[config.mk]
export PLATFORM = sky130hd
export DESIGN_NAME = wbwa_cache_seq
export DESIGN_NICKNAME = d
export VERILOG_FILES = /design/src/rtl/cc_pkg.sv /design/src/rtl/cc_req_hold.sv /design/src/rtl/cc_seq.sv /design/src/rtl/cc_cmd_dec.sv /design/src/rtl/wbwa_cache_seq.sv
export SDC_FILE = /design/constraint.sdc
export NUM_CORES = 1
export LEC_CHECK = 0
export BUFFER_PORTS_ARGS = -buffer_cell sky130_fd_sc_hd__buf_2
export CORE_UTILIZATION = 49
export DETAILED_ROUTE_END_ITERATION = 8
export HOLD_SLACK_MARGIN = 0.12
export PLACE_DENSITY = 0.85
export SLEW_MARGIN = 10
export SYNTH_ARGS = -nofsm -noshare
export SYNTH_HDL_FRONTEND = slang
export SYNTH_SLANG_ARGS = --single-unit
[constraint.sdc]
create_clock -name clk -period 2.5 [get_ports clk]
set_input_delay 0.25 -clock clk [delete_from_list [all_inputs] [get_ports clk]]
set_output_delay 0.25 -clock clk [all_outputs]
set_load 0.01 [all_outputs]
[src/rtl/cc_pkg.sv]
// Package: shared state and command types for the cache sequencer.
// Assumes: one request in flight at a time.
package cc_pkg;

    typedef enum logic [2:0] {
        CS_IDLE   = 3'd0,
        CS_LOOKUP = 3'd1,
        CS_EVICT  = 3'd2,
        CS_FETCH  = 3'd3,
        CS_FILL   = 3'd4
    } cc_state_e;

    typedef struct packed {
        logic lookup;
        logic rd_word;
        logic wr_word;
        logic refill;
        logic touch;
        logic mem_rd;
        logic mem_wr;
    } cc_cmd_t;

endpackage

[src/rtl/cc_req_hold.sv]
// Module: cc_req_hold
// Registers the CPU request on acceptance and splits the address into
// tag, index and word offset. Holds them until the next acceptance.
// Assumes: capture is asserted only in an idle cycle with a valid request.
module cc_req_hold #(
    parameter int ADDR_W = 32,
    parameter int WORD_W = 32,
    parameter int OFF_W  = 2,
    parameter int IDX_W  = 5
) (
    input  logic                            clk,
    input  logic                            rst_n,
    input  logic                            capture,
    input  logic                            req_write,
    input  logic [ADDR_W-1:0]               req_addr,
    input  logic [WORD_W-1:0]               req_wdata,
    output logic                            is_write,
    output logic [ADDR_W-OFF_W-IDX_W-1:0]   tag,
    output logic [IDX_W-1:0]                idx,
    output logic [OFF_W-1:0]                off,
    output logic [WORD_W-1:0]               wdata
);
    localparam int TAG_W = ADDR_W - OFF_W - IDX_W;

    logic [ADDR_W-1:0] addr_q;

    // Capture the request fields when the sequencer accepts a request.
    always_ff @(posedge clk) begin
        if (!rst_n) begin
            addr_q   <= '0;
            wdata    <= '0;
            is_write <= 1'b0;
        end else if (capture) begin
            addr_q   <= req_addr;
            wdata    <= req_wdata;
            is_write <= req_write;
        end
    end

    // Split the held address: offset low, index middle, tag high.
    always_comb begin
        off = addr_q[OFF_W-1:0];
        idx = addr_q[OFF_W +: IDX_W];
        tag = addr_q[ADDR_W-1 -: TAG_W];
    end

    AST_HELD_STABLE: assert property (@(posedge clk) disable iff (!rst_n)
        !capture |=> $stable({addr_q, wdata, is_write}));

endmodule

[src/rtl/cc_seq.sv]
// Module: cc_seq
// Request sequencer FSM: idle, lookup, write-back, fetch, fill. Produces
// the capture strobe and the registered done pulse.
// Assumes: the array's hit and dirty flags are valid in the lookup cycle.
module cc_seq
    import cc_pkg::*;
(
    input  logic      clk,
    input  logic      rst_n,
    input  logic      req_valid,
    input  logic      arr_hit,
    input  logic      arr_victim_dirty,
    input  logic      mem_ack,
    output cc_state_e state,
    output logic      capture,
    output logic      done
);
    cc_state_e state_nx;

    // Accept a new request only from the idle state.
    always_comb capture = (state == CS_IDLE) && req_valid;

    // Next-state selection for the request path.
    always_comb begin
        state_nx = state;
        unique case (state)
            CS_IDLE:   if (req_valid) state_nx = CS_LOOKUP;
            CS_LOOKUP: begin
                if (arr_hit)               state_nx = CS_IDLE;
                else if (arr_victim_dirty) state_nx = CS_EVICT;
                else                       state_nx = CS_FETCH;
            end
            CS_EVICT:  if (mem_ack) state_nx = CS_FETCH;
            CS_FETCH:  if (mem_ack) state_nx = CS_FILL;
            CS_FILL:   state_nx = CS_IDLE;
            default:   state_nx = CS_IDLE;
        endcase
    end

    // State register and completion pulse.
    always_ff @(posedge clk) begin
        if (!rst_n) begin
            state <= CS_IDLE;
            done  <= 1'b0;
        end else begin
            state <= state_nx;
            done  <= ((state == CS_LOOKUP) && arr_hit) || (state == CS_FILL);
        end
    end

    AST_ACCEPT_TO_LOOKUP: assert property (@(posedge clk) disable iff (!rst_n)
        capture |=> (state == CS_LOOKUP));
    AST_EVICT_WAITS: assert property (@(posedge clk) disable iff (!rst_n)
        (state == CS_EVICT) && !mem_ack |=> (state == CS_EVICT));
    AST_FETCH_WAITS: assert property (@(posedge clk) disable iff (!rst_n)
        (state == CS_FETCH) && !mem_ack |=> (state == CS_FETCH));
    AST_DONE_PULSE: assert property (@(posedge clk) disable iff (!rst_n)
        done |=> !done);
    AST_DONE_IDLE: assert property (@(posedge clk) disable iff (!rst_n)
        done |-> (state == CS_IDLE));

endmodule

[src/rtl/cc_cmd_dec.sv]
// Module: cc_cmd_dec
// Decodes the sequencer state into array and memory commands. Keeps the
// victim tag seen on a miss, which forms the write-back block address.
// Assumes: the victim tag input is valid in the lookup cycle only.
module cc_cmd_dec
    import cc_pkg::*;
#(
    parameter int TAG_W = 25,
    parameter int IDX_W = 5
) (
    input  logic                    clk,
    input  logic                    rst_n,
    input  cc_state_e               state,
    input  logic                    arr_hit,
    input  logic                    is_write,
    input  logic [TAG_W-1:0]        req_tag,
    input  logic [IDX_W-1:0]        req_idx,
    input  logic [TAG_W-1:0]        victim_tag_in,
    output cc_cmd_t                 cmd,
    output logic [TAG_W+IDX_W-1:0]  mem_blk_addr
);
    logic [TAG_W-1:0] victim_q;
    logic             hit_now;
    logic             fill_now;

    // Keep the victim tag from the lookup cycle of a miss.
    always_ff @(posedge clk) begin
        if (!rst_n)                                  victim_q <= '0;
        else if ((state == CS_LOOKUP) && !arr_hit)   victim_q <= victim_tag_in;
    end

    // Command decode: hit service, write-back, fetch, fill with merge.
    always_comb begin
        hit_now      = (state == CS_LOOKUP) && arr_hit;
        fill_now     = (state == CS_FILL);
        cmd.lookup   = (state == CS_LOOKUP);
        cmd.rd_word  = (hit_now || fill_now) && !is_write;
        cmd.wr_word  = (hit_now || fill_now) &&  is_write;
        cmd.refill   = fill_now;
        cmd.touch    = hit_now || fill_now;
        cmd.mem_wr   = (state == CS_EVICT);
        cmd.mem_rd   = (state == CS_FETCH);
    end

    // Block address: victim line during write-back, request line otherwise.
    always_comb begin
        if (state == CS_EVICT) mem_blk_addr = {victim_q, req_idx};
        else                   mem_blk_addr = {req_tag,  req_idx};
    end

    AST_VICTIM_HELD: assert property (@(posedge clk) disable iff (!rst_n)
        (state == CS_EVICT) |=> $stable(victim_q));

endmodule

[src/rtl/wbwa_cache_seq.sv]
// Module: wbwa_cache_seq
// Top of the write-back write-allocate cache sequencer. It ties the
// request register, the FSM and the command decoder together.
// Assumes: the storage array and memory sit outside; memory transfers end
// on a one-cycle mem_ack during a request.
module wbwa_cache_seq
    import cc_pkg::*;
#(
    parameter int ADDR_W = 32,
    parameter int WORD_W = 32,
    parameter int OFF_W  = 2,
    parameter int IDX_W  = 5
) (
    input  logic                          clk,
    input  logic                          rst_n,
    input  logic                          req_valid,
    input  logic                          req_write,
    input  logic [ADDR_W-1:0]             req_addr,
    input  logic [WORD_W-1:0]             req_wdata,
    input  logic                          arr_hit,
    input  logic                          arr_victim_dirty,
    input  logic [ADDR_W-OFF_W-IDX_W-1:0] arr_victim_tag,
    input  logic                          mem_ack,
    output logic                          arr_lookup,
    output logic                          arr_rd_word,
    output logic                          arr_wr_word,
    output logic                          arr_refill,
    output logic                          arr_touch,
    output logic [ADDR_W-OFF_W-IDX_W-1:0] arr_tag,
    output logic [IDX_W-1:0]              arr_index,
    output logic [OFF_W-1:0]              arr_offset,
    output logic [WORD_W-1:0]             arr_wdata,
    output logic                          mem_rd_req,
    output logic                          mem_wr_req,
    output logic [ADDR_W-OFF_W-1:0]       mem_blk_addr,
    output logic                          cpu_done
);
    localparam int TAG_W = ADDR_W - OFF_W - IDX_W;

    cc_state_e state;
    logic      capture;
    logic      is_write;
    cc_cmd_t   cmd;

    cc_req_hold #(
        .ADDR_W (ADDR_W),
        .WORD_W (WORD_W),
        .OFF_W  (OFF_W),
        .IDX_W  (IDX_W)
    ) i_hold (
        .clk       (clk),
        .rst_n     (rst_n),
        .capture   (capture),
        .req_write (req_write),
        .req_addr  (req_addr),
        .req_wdata (req_wdata),
        .is_write  (is_write),
        .tag       (arr_tag),
        .idx       (arr_index),
        .off       (arr_offset),
        .wdata     (arr_wdata)
    );

    cc_seq i_seq (
        .clk              (clk),
        .rst_n            (rst_n),
        .req_valid        (req_valid),
        .arr_hit          (arr_hit),
        .arr_victim_dirty (arr_victim_dirty),
        .mem_ack          (mem_ack),
        .state            (state),
        .capture          (capture),
        .done             (cpu_done)
    );

    cc_cmd_dec #(
        .TAG_W (TAG_W),
        .IDX_W (IDX_W)
    ) i_dec (
        .clk           (clk),
        .rst_n         (rst_n),
        .state         (state),
        .arr_hit       (arr_hit),
        .is_write      (is_write),
        .req_tag       (arr_tag),
        .req_idx       (arr_index),
        .victim_tag_in (arr_victim_tag),
        .cmd           (cmd),
        .mem_blk_addr  (mem_blk_addr)
    );

    // Drive the command outputs from the decoded command.
    always_comb begin
        arr_lookup  = cmd.lookup;
        arr_rd_word = cmd.rd_word;
        arr_wr_word = cmd.wr_word;
        arr_refill  = cmd.refill;
        arr_touch   = cmd.touch;
        mem_rd_req  = cmd.mem_rd;
        mem_wr_req  = cmd.mem_wr;
    end

    AST_MEM_EXCL: assert property (@(posedge clk) disable iff (!rst_n)
        !(mem_rd_req && mem_wr_req));
    AST_WORD_EXCL: assert property (@(posedge clk) disable iff (!rst_n)
        !(arr_rd_word && arr_wr_word));
    AST_EVICT_THEN_FETCH: assert property (@(posedge clk) disable iff (!rst_n)
        mem_wr_req && mem_ack |=> mem_rd_req);
    AST_FETCH_THEN_FILL: assert property (@(posedge clk) disable iff (!rst_n)
        mem_rd_req && mem_ack |=> arr_refill);
    AST_FILL_THEN_DONE: assert property (@(posedge clk) disable iff (!rst_n)
        arr_refill |=> cpu_done);
    AST_LOOKUP_ONCE: assert property (@(posedge clk) disable iff (!rst_n)
        arr_lookup |=> !arr_lookup);

endmodule

Yosys cells after proc, flatten, opt, wreduce, memory -nomap -nowiden --
Index checks and enable logic that the tools add are counted.
Word-level totals: flip-flop bits (word level) 94, input bits 96, output and inout port bits 102, logic and storage cells 30
Operators by class: equality and inequality tests 7, muxes and demuxes 7, reductions and logical operators 10
Operators by type and width (number):
- 30-bit two-way mux | 1
- 3-bit two-way mux | 4
- 3-bit one-hot mux with 4 select lines | 1
- 3-bit by 2-bit == test with 1-bit output (second input constant) | 2
- 2-bit inequality test (second input constant) | 3
- 1-bit logical AND | 5
- 3-bit by 1-bit == test with 1-bit output (second input constant) | 1
- 3-bit == test (second input constant) | 1
- 3-bit logical NOT | 1
- 3-bit AND reduction | 1
- 1-bit logical NOT | 2
- 1-bit logical OR | 1
- 1-bit two-way mux | 1

Depth between registers and ports, before layout --
Gate-level depths: netlist (run 1).
word-level depth 4, gate-level depth with buffers 6, gate-level depth less buffers 3

Hierarchy --
From an unflattened synthesis (run 1), not the netlist that was laid out.
Second synthesis, totals: cells, all modules 382, area total of the unflattened synthesis 4117.7 um^2
Modules (own cells, without submodules):
- cc_req_hold | instances 1, cells an instance 209, area each 2504.9 um^2, seq. area each 1301.2 um^2
- cc_cmd_dec | instances 1, cells an instance 152, area each 1423.9 um^2, seq. area each 500.5 um^2
- cc_seq | instances 1, cells an instance 21, area each 188.9 um^2, seq. area each 80.1 um^2

Worst setup path after synthesis (run 1) --
OpenSTA, ideal clock, no wires.
path type reg2out, from reg i_seq.state[1], to out mem_blk_addr[20], data arrival time 1.397 ns, slack 0.853 ns, cell stages (with the launch flop) 4, path through dfxtp_1 -> nor3b_4 -> buf_4 -> mux2_2
Between the ends: longest elaborated chain between the ends 2
Ends and longest elaborated chain:
- start: declaration | RTL line cc_seq.sv:14 | output cc_state_e state,
- start signal: assignment | RTL line cc_seq.sv:46 | state <= state_nx;
- 3-bit by 2-bit == test with 1-bit output
- via mem_wr_req | RTL line wbwa_cache_seq.sv:34 | output logic mem_wr_req,
- 30-bit two-way mux | RTL line cc_cmd_dec.sv:47 | if (state == CS_EVICT) mem_blk_addr = {victim_q, req_idx};
- end: declaration | RTL line wbwa_cache_seq.sv:35 | output logic [ADDR_W-OFF_W-1:0] mem_blk_addr,
The timed path passes the listed nets, and every way through them passes these cells.

Worst setup path after layout (run 1) --
from reg i_seq.state[1], to out mem_blk_addr[14]
Between the ends: longest elaborated chain between the ends 2
Ends and longest elaborated chain (RTL line):
- 3-bit by 2-bit == test with 1-bit output | cc_cmd_dec.sv:47
- 30-bit two-way mux | cc_cmd_dec.sv:47
Every way passes these cells.

==> results.py, run 1 <==
metrics = {
    "outcome": {
        "outcome": "finished, final reports clean",
    },
    "cells_and_area": {
        "antennaDiodeCount": 0,
        "final_cell_area_mm2": 0.00512,
        "num-fill-cells": 685,
        "syn_to_final_growth_pct": 28.7,
        "multi_input_area_mm2": 0.00185,
        "regArea_mm2": 0.00188,
        "drive_gt1_share_pct": 39.0,
        "finalNetCount": 727,
    },
    "place": {
        "hpwlAfterDp_mm": 7.25,
        "io_buffers": 197,
        "gp_congestion": 0.819,
        "post-place-ws_ns": 0.534,
        "dpl_cell_area_mm2": 0.00491,
    },
    "power": {
        "ir_drop_v": 0.000395,
        "p_sw_mw": 0.931,
        "p_sw_share_pct": 28.1,
        "powerDensity_mw_per_mm2": 647,
        "clock_power_share_pct": 30.3,
        "leakage_nw": 2.44,
        "combPwrFrac_pct": 19.1,
        "seqPwrFrac_pct": 50.6,
        "p_int_mw": 2.38,
    },
    "setup_path": {
        "crit_path_top_delay_cell": "dfxtp_1",
        "crit_arrival_ns": 2.10,
        "start_kind": "register",
        "worstSetupPathType": "register to output pin",
        "worstPathRequired_ns": 2.25,
        "r2r_slack_ns": 0.60,
        "cpPeakStageDelay_ns": 0.69,
        "r2r_cells": 3,
        "cp_num_cells": 4,
        "cp_max_fo": 25,
        "crit_family": "flip-flops",
        "critPathCaptureType": "output pin",
        "crit_chain": "nor3b_4, buf_12, mux2_2, buf_2",
        "cp.buffers_inverters": 2,
    },
    "synthesis": {
        "ys_warn_count": 0,
        "synth_top_area_share_pct": 47.3,
        "postSynthNetCount": 550,
        "syn_inst": 454,
        "synth_seq_area_share_pct": 47.3,
        "synth.most_common_cell": "nand2_1",
        "synth-seq-cells": 94,
        "syn-cell-area_mm2": 0.00398,
        "synth.avg_cell_area_um2": 8.76,
        "synth_ff_type": "dfxtp_1",
        "synth_edf_count": 0,
        "ys_top_cells_by_count": "181 x nand2_1, 94 x dfxtp_1, 69 x a21boi_1",
        "async_flop_share_pct": 0,
        "synth.area.top_cells": "dfxtp_1 47%, nand2_1 17%, a21boi_1 13%, mux2_2 7.1%, a21boi_0 4.0%",
        "synth_top_area_cell": "dfxtp_1",
        "synth_cell_types": 26,
    },
    "sta": {
        "max_slew.worst_pin.slew_ns": 0.832,
        "hold_ws_ns": 0.134,
        "finalHoldViolCount": 0,
        "clock_skew_ns": 0.0111,
        "setup_slack_ns": 0.153,
        "fin_crit_sh_pct": 93.9,
        "slew_violations": 0,
        "setup_viol": 0,
        "finalCriticalPeriod_ns": 2.35,
        "grt_setup_unrepaired": "no",
        "tns_ns": 0,
        "max_freq_mhz": 426,
        "relSlewSlack_pct": 44.5,
    },
    "routing": {
        "vias_per_cell": 4.97,
        "drtIter0Drc": 111,
        "vias": 3670,
        "wl_per_cell_um": 13.6,
        "first_pass_iters": 5,
        "finalWirelength_mm": 10.0,
        "drc": 0,
        "postRouteAntennaNets": 0,
    },
    "clock_tree": {
        "postCtsSetupBuffers": 0,
        "cts_hold_buffers": 1,
        "clk_latency_ns": 0.34,
        "post_cts_resized": 0,
        "cts_tree": "yes",
        "cts.clk_slew.worst_paths_ns": 0.09,
        "cts-root-buf": "clkbuf_8",
        "clk_path_buf_depth": 2,
        "htree_levels": 3,
        "cts.sinks": 94,
        "numCtsBuffers": 9,
    },
    "global_route": {
        "grt_pass1_wl_mm": 16.0,
        "track_usage_pct": 23.6,
        "grt_overflow": 0,
        "grt_pass1_vias": 3495,
        "grt_max_degree": 66,
        "antenna_found_initial": 0,
    },
    "die": {
        "coreArea_mm2": 0.00781,
        "rows": 32,
        "floorplan.initialDensity_pct": 50.9,
        "die_w_um": 92.1,
        "io_pins": 198,
        "die-area_mm2": 0.00848,
        "die_h_um": 92.1,
    },
    "worst_hold_path": {
        "hp-class": "primary input to register",
        "holdPathStages": 3,
    },
    "flow_run": {
        "maxCapViolations": 0,
    },
}
metrics by stage:
| stage | cells | util [%] | power (mW) |
|---|---|---|---|
| 2_1_floorplan | 454 | - | 2.11 |
| 3_3_place_gp | 721 | 62.9 | 2.32 |
| 3_5_place_dp | 721 | 62.9 | 2.35 |
| 4_1_cts | 738 | 65.6 | 3.35 |
| 5_1_grt | 738 | 65.6 | 3.48 |
| 6_report | 738 | 65.6 | 3.31 |
final timing paths:
check,from,endpoint
worst max-delay path,i_seq.state[1],mem_blk_addr[14]
worst min-delay path,req_addr[17],i_hold.addr_q[17]
worst min register to register,i_hold.wdata[15],i_hold.wdata[15]
worst max register to register,i_seq.state[0],i_dec.victim_q[3]
power groups by stage:
stage / Sequential (mW) / Combinational (mW) / Clock (mW)
finish: 1.68 / 0.632 / 1.00
detailed placement: 1.71 / 0.634 / 0
global route: 1.69 / 0.699 / 1.09
global placement: 1.71 / 0.616 / 0
floorplan: 1.73 / 0.378 / 0
CTS: 1.68 / 0.637 / 1.03
final cells by class:
cell class | count | area share (%)
clock inverters | 5 | 1.15
repair buffers | 205 | 20.7
well taps | 102 | 2.49
flip-flops and latches | 94 | 36.8
clock buffers | 11 | 2.76
multi-input cells | 321 | 36.1
per-layer routing:
layer	wire length [µm]	GRT usage, %	vias up	part of all wire (%)
li1	-	-	1829	-
met1	4070	26.7	1702	41
met2	5230	42.5	117	52
met3	442	3.48	22	4.4
met4	301	12.2	0	3.0
met5	0	0	-	0
registers in the layout, summed over array words and instances (netlist names):
signal and flops:
i_hold.addr_q 32, i_dec.victim_q 25, i_seq.state 3, i_hold.wdata 32, i_seq.done 1, i_hold.is_write 1
layout by cell type (no fill, tap or decap), drive strengths merged, types with 2 or more instances in the layout:
cell type,count
buf,204
nand2,181
dfxtp,94
a21boi,90
mux2,25
clkbuf,11
nor2b,4
and2,3
or4b,3
nor2,2
nor4b,2
clkinvlp,2
nor3b,2
clkinv,2
kinds of logic (layout without fill, tap and decap cells):
kind of cell	count (synthesis)	count (layout)	share of synthesized area, %
AO/OA/AOI/OAI	94	94	17.7
multiplexers	25	25	7.08
flip-flops	94	94	47.3
AND/OR/NAND/NOR	202	202	21.5
buffers and inverters	39	221	6.42
worst reg2reg max path: stages, from the launching register on:
cell	delay, ns
dfxtp_1	0.62
or4b_1	0.89
nand2_1	0.18
a21boi_0	0.10
Note: power is estimated with default switching activity, not from simulation.
==> run 2, diff against run 1 <==
Settings changed: ABC_AREA set to 1, CORE_UTILIZATION 49 to 48.
==> run 2 against run 1 <==
Compared with the run above: maximum frequency is 16% higher; sequential power is 8% higher; clock skew is 0.0014 ns higher; via count up 1.0%; wire length down 4.8%; power grew 19%; critical path type unchanged; count of clock-buffer cells in the layout decreased by 1; worst hold slack better by 0.026 ns.
==> results.py, run 2 <==
metrics = {
    "synthesis": {
        "syn-cell-area_mm2": 0.00369,
        "synth-seq-cells": 94,
        "ys_warn_count": 0,
        "synth_edf_count": 0,
        "synth.most_common_cell": "o21ai_0",
        "ys_top_cells_by_count": "99 x o21ai_0, 98 x inv_1, 94 x a21oi_1, 94 x dfxtp_1, 34 x nand2_1",
        "synth.area.top_cells": "dfxtp_1 51%, o21ai_0 13%, a21oi_1 13%, inv_1 10%, nand2_1 3.5%",
        "async_flop_share_pct": 0,
        "postSynthNetCount": 582,
        "syn_inst": 486,
        "synth.avg_cell_area_um2": 7.59,
        "synth_top_area_share_pct": 51.0,
        "synth_cell_types": 17,
        "synth_top_area_cell": "dfxtp_1",
        "synth_seq_area_share_pct": 51.0,
        "synth_ff_type": "dfxtp_1",
    },
    "sta": {
        "hold_ws_ns": 0.160,
        "finalCriticalPeriod_ns": 2.03,
        "max_slew.worst_pin.slew_ns": 0.465,
        "fin_crit_sh_pct": 81.1,
        "clock_skew_ns": 0.0125,
        "relSlewSlack_pct": 69.0,
        "max_freq_mhz": 493,
        "grt_setup_unrepaired": "no",
        "finalHoldViolCount": 0,
        "setup_viol": 0,
        "slew_violations": 0,
        "tns_ns": 0,
    },
    "die": {
        "die-area_mm2": 0.00804,
        "io_pins": 198,
        "die_h_um": 89.7,
        "coreArea_mm2": 0.00733,
        "floorplan.initialDensity_pct": 50.3,
        "die_w_um": 89.7,
        "rows": 31,
    },
    "routing": {
        "vias_per_cell": 4.85,
        "finalWirelength_mm": 9.56,
        "drc": 0,
        "drtIter0Drc": 160,
        "vias": 3707,
        "first_pass_iters": 4,
        "postRouteAntennaNets": 0,
        "wl_per_cell_um": 12.5,
    },
    "clock_tree": {
        "postCtsSetupBuffers": 0,
        "cts-root-buf": "clkbuf_8",
        "numCtsBuffers": 9,
        "clk_latency_ns": 0.36,
        "cts.clk_slew.worst_paths_ns": 0.09,
        "cts.sinks": 94,
        "cts_tree": "yes",
        "htree_levels": 3,
        "post_cts_resized": 0,
        "cts_hold_buffers": 0,
        "clk_path_buf_depth": 2,
    },
    "setup_path": {
        "worstSetupPathType": "register to output pin",
        "crit_path_top_delay_cell": "dfxtp_1",
        "crit_arrival_ns": 1.78,
        "cp_max_fo": 52,
        "start_kind": "register",
        "crit_chain": "inv_1, nand3_2, buf_4, nand2_1, o21ai_0, buf_2",
        "critPathCaptureType": "output pin",
        "crit_family": "buffers and inverters",
        "cp.buffers_inverters": 3,
        "cpPeakStageDelay_ns": 0.40,
        "worstPathRequired_ns": 2.25,
    },
    "power": {
        "leakage_nw": 2.38,
        "power_mw": 3.94,
        "powerDensity_mw_per_mm2": 806,
        "ir_drop_v": 0.000487,
    },
    "global_route": {
        "track_usage_pct": 22.9,
        "grt_max_degree": 54,
        "grt_pass1_vias": 3333,
        "grt_pass1_wl_mm": 14.2,
        "grt_overflow": 0,
        "antenna_found_initial": 0,
    },
    "cells_and_area": {
        "drive_gt1_share_pct": 33.2,
        "num-fill-cells": 656,
        "layout_commonest_cell": "buf_2",
        "antennaDiodeCount": 0,
        "utilization_pct": 66.8,
        "final_cell_mix": "197 x buf_2, 99 x o21ai_0, 98 x inv_1",
        "reg.largest.list": "i_hold.addr_q: 32 flops, i_hold.wdata: 32 flops, i_dec.victim_q: 25 flops",
        "finalNetCount": 757,
        "syn_to_final_growth_pct": 32.6,
    },
    "flow_run": {
        "maxCapViolations": 0,
    },
    "place": {
        "hpwlAfterDp_mm": 6.88,
        "gp_congestion": 0.785,
        "io_buffers": 197,
    },
    "outcome": {
        "outcome": "finished, final reports clean",
    },
    "worst_hold_path": {
        "hp-class": "primary input to register",
    },
}
==> run 2: changes by cell type after synthesis, moves of 8 or more <==
cell	change
nand2_1	-147
a21boi_0	-21
buf_6	-8
inv_1	+98
o21ai_1	+16
mux2_2	-25
o21ai_0	+99
a21oi_1	+93
a21boi_1	-69
==> run 2: final cells by class <==
class	count	area, µm²	area share [%]
sequential	94	1880	38.5
multi-input combinational	255	1250	25.6
timing repair buffer	203	1030	21.1
inverter	98	368	7.52
clock buffer	10	128	2.61
tap	99	124	2.53
clock inverter	6	110	2.25
==> run 2: worst paths after layout <==
check                           slack, ns              from                end  cells past startpoint
worst max register to register       0.80    i_seq.state[2]  i_hold.addr_q[27]                      5
worst max-delay path                 0.47    i_seq.state[2]   mem_blk_addr[15]                      6
worst min-delay path                 0.16     req_wdata[22]   i_hold.wdata[22]                      3
worst min register to register       0.45  i_hold.wdata[14]   i_hold.wdata[14]                      2
==> run 2: cell families after synthesis <==
| kind of cell | share of synthesized area (%) |
|---|---|
| buffers and inverters | 15.4 |
| and+or+nand+nor | 5.05 |
| DFF | 51.0 |
| AOI/OAI and AO/OA | 28.5 |
==> run 2: where the power goes <==
group	switching [mW]	leakage [nW]	internal [mW]	total (mW)
clock	0.518	0.112	0.663	1.18
combinational	0.576	1.50	0.372	0.948
sequential	0.110	0.775	1.70	1.81
==> run 2: stage by stage <==
stage	instance area, µm²	worst slack (ns)	cells
finish	4890	0.472	765
global route	4890	0.311	765
CTS	4890	0.464	765
detailed placement	4660	0.838	749
global placement	4660	0.918	749
floorplan	3690	1.11	486
==> run 2: worst reg2reg max path, cell delays in order (launching register included) <==
cell     delay, ns
dfxtp_1       0.40
inv_1         0.14
nand3_4       0.31
buf_4         0.48
o21ai_0       0.16
a21oi_1       0.14
==> run 2: per-layer routing <==
layer  up-vias  global-route usage (%)  wire [µm]
met5         -                       0          0
met4         0                    10.1        183
met3        18                    5.21        622
met2       123                    43.7       5000
met1      1666                    23.7       3750
li1       1900                       -          -
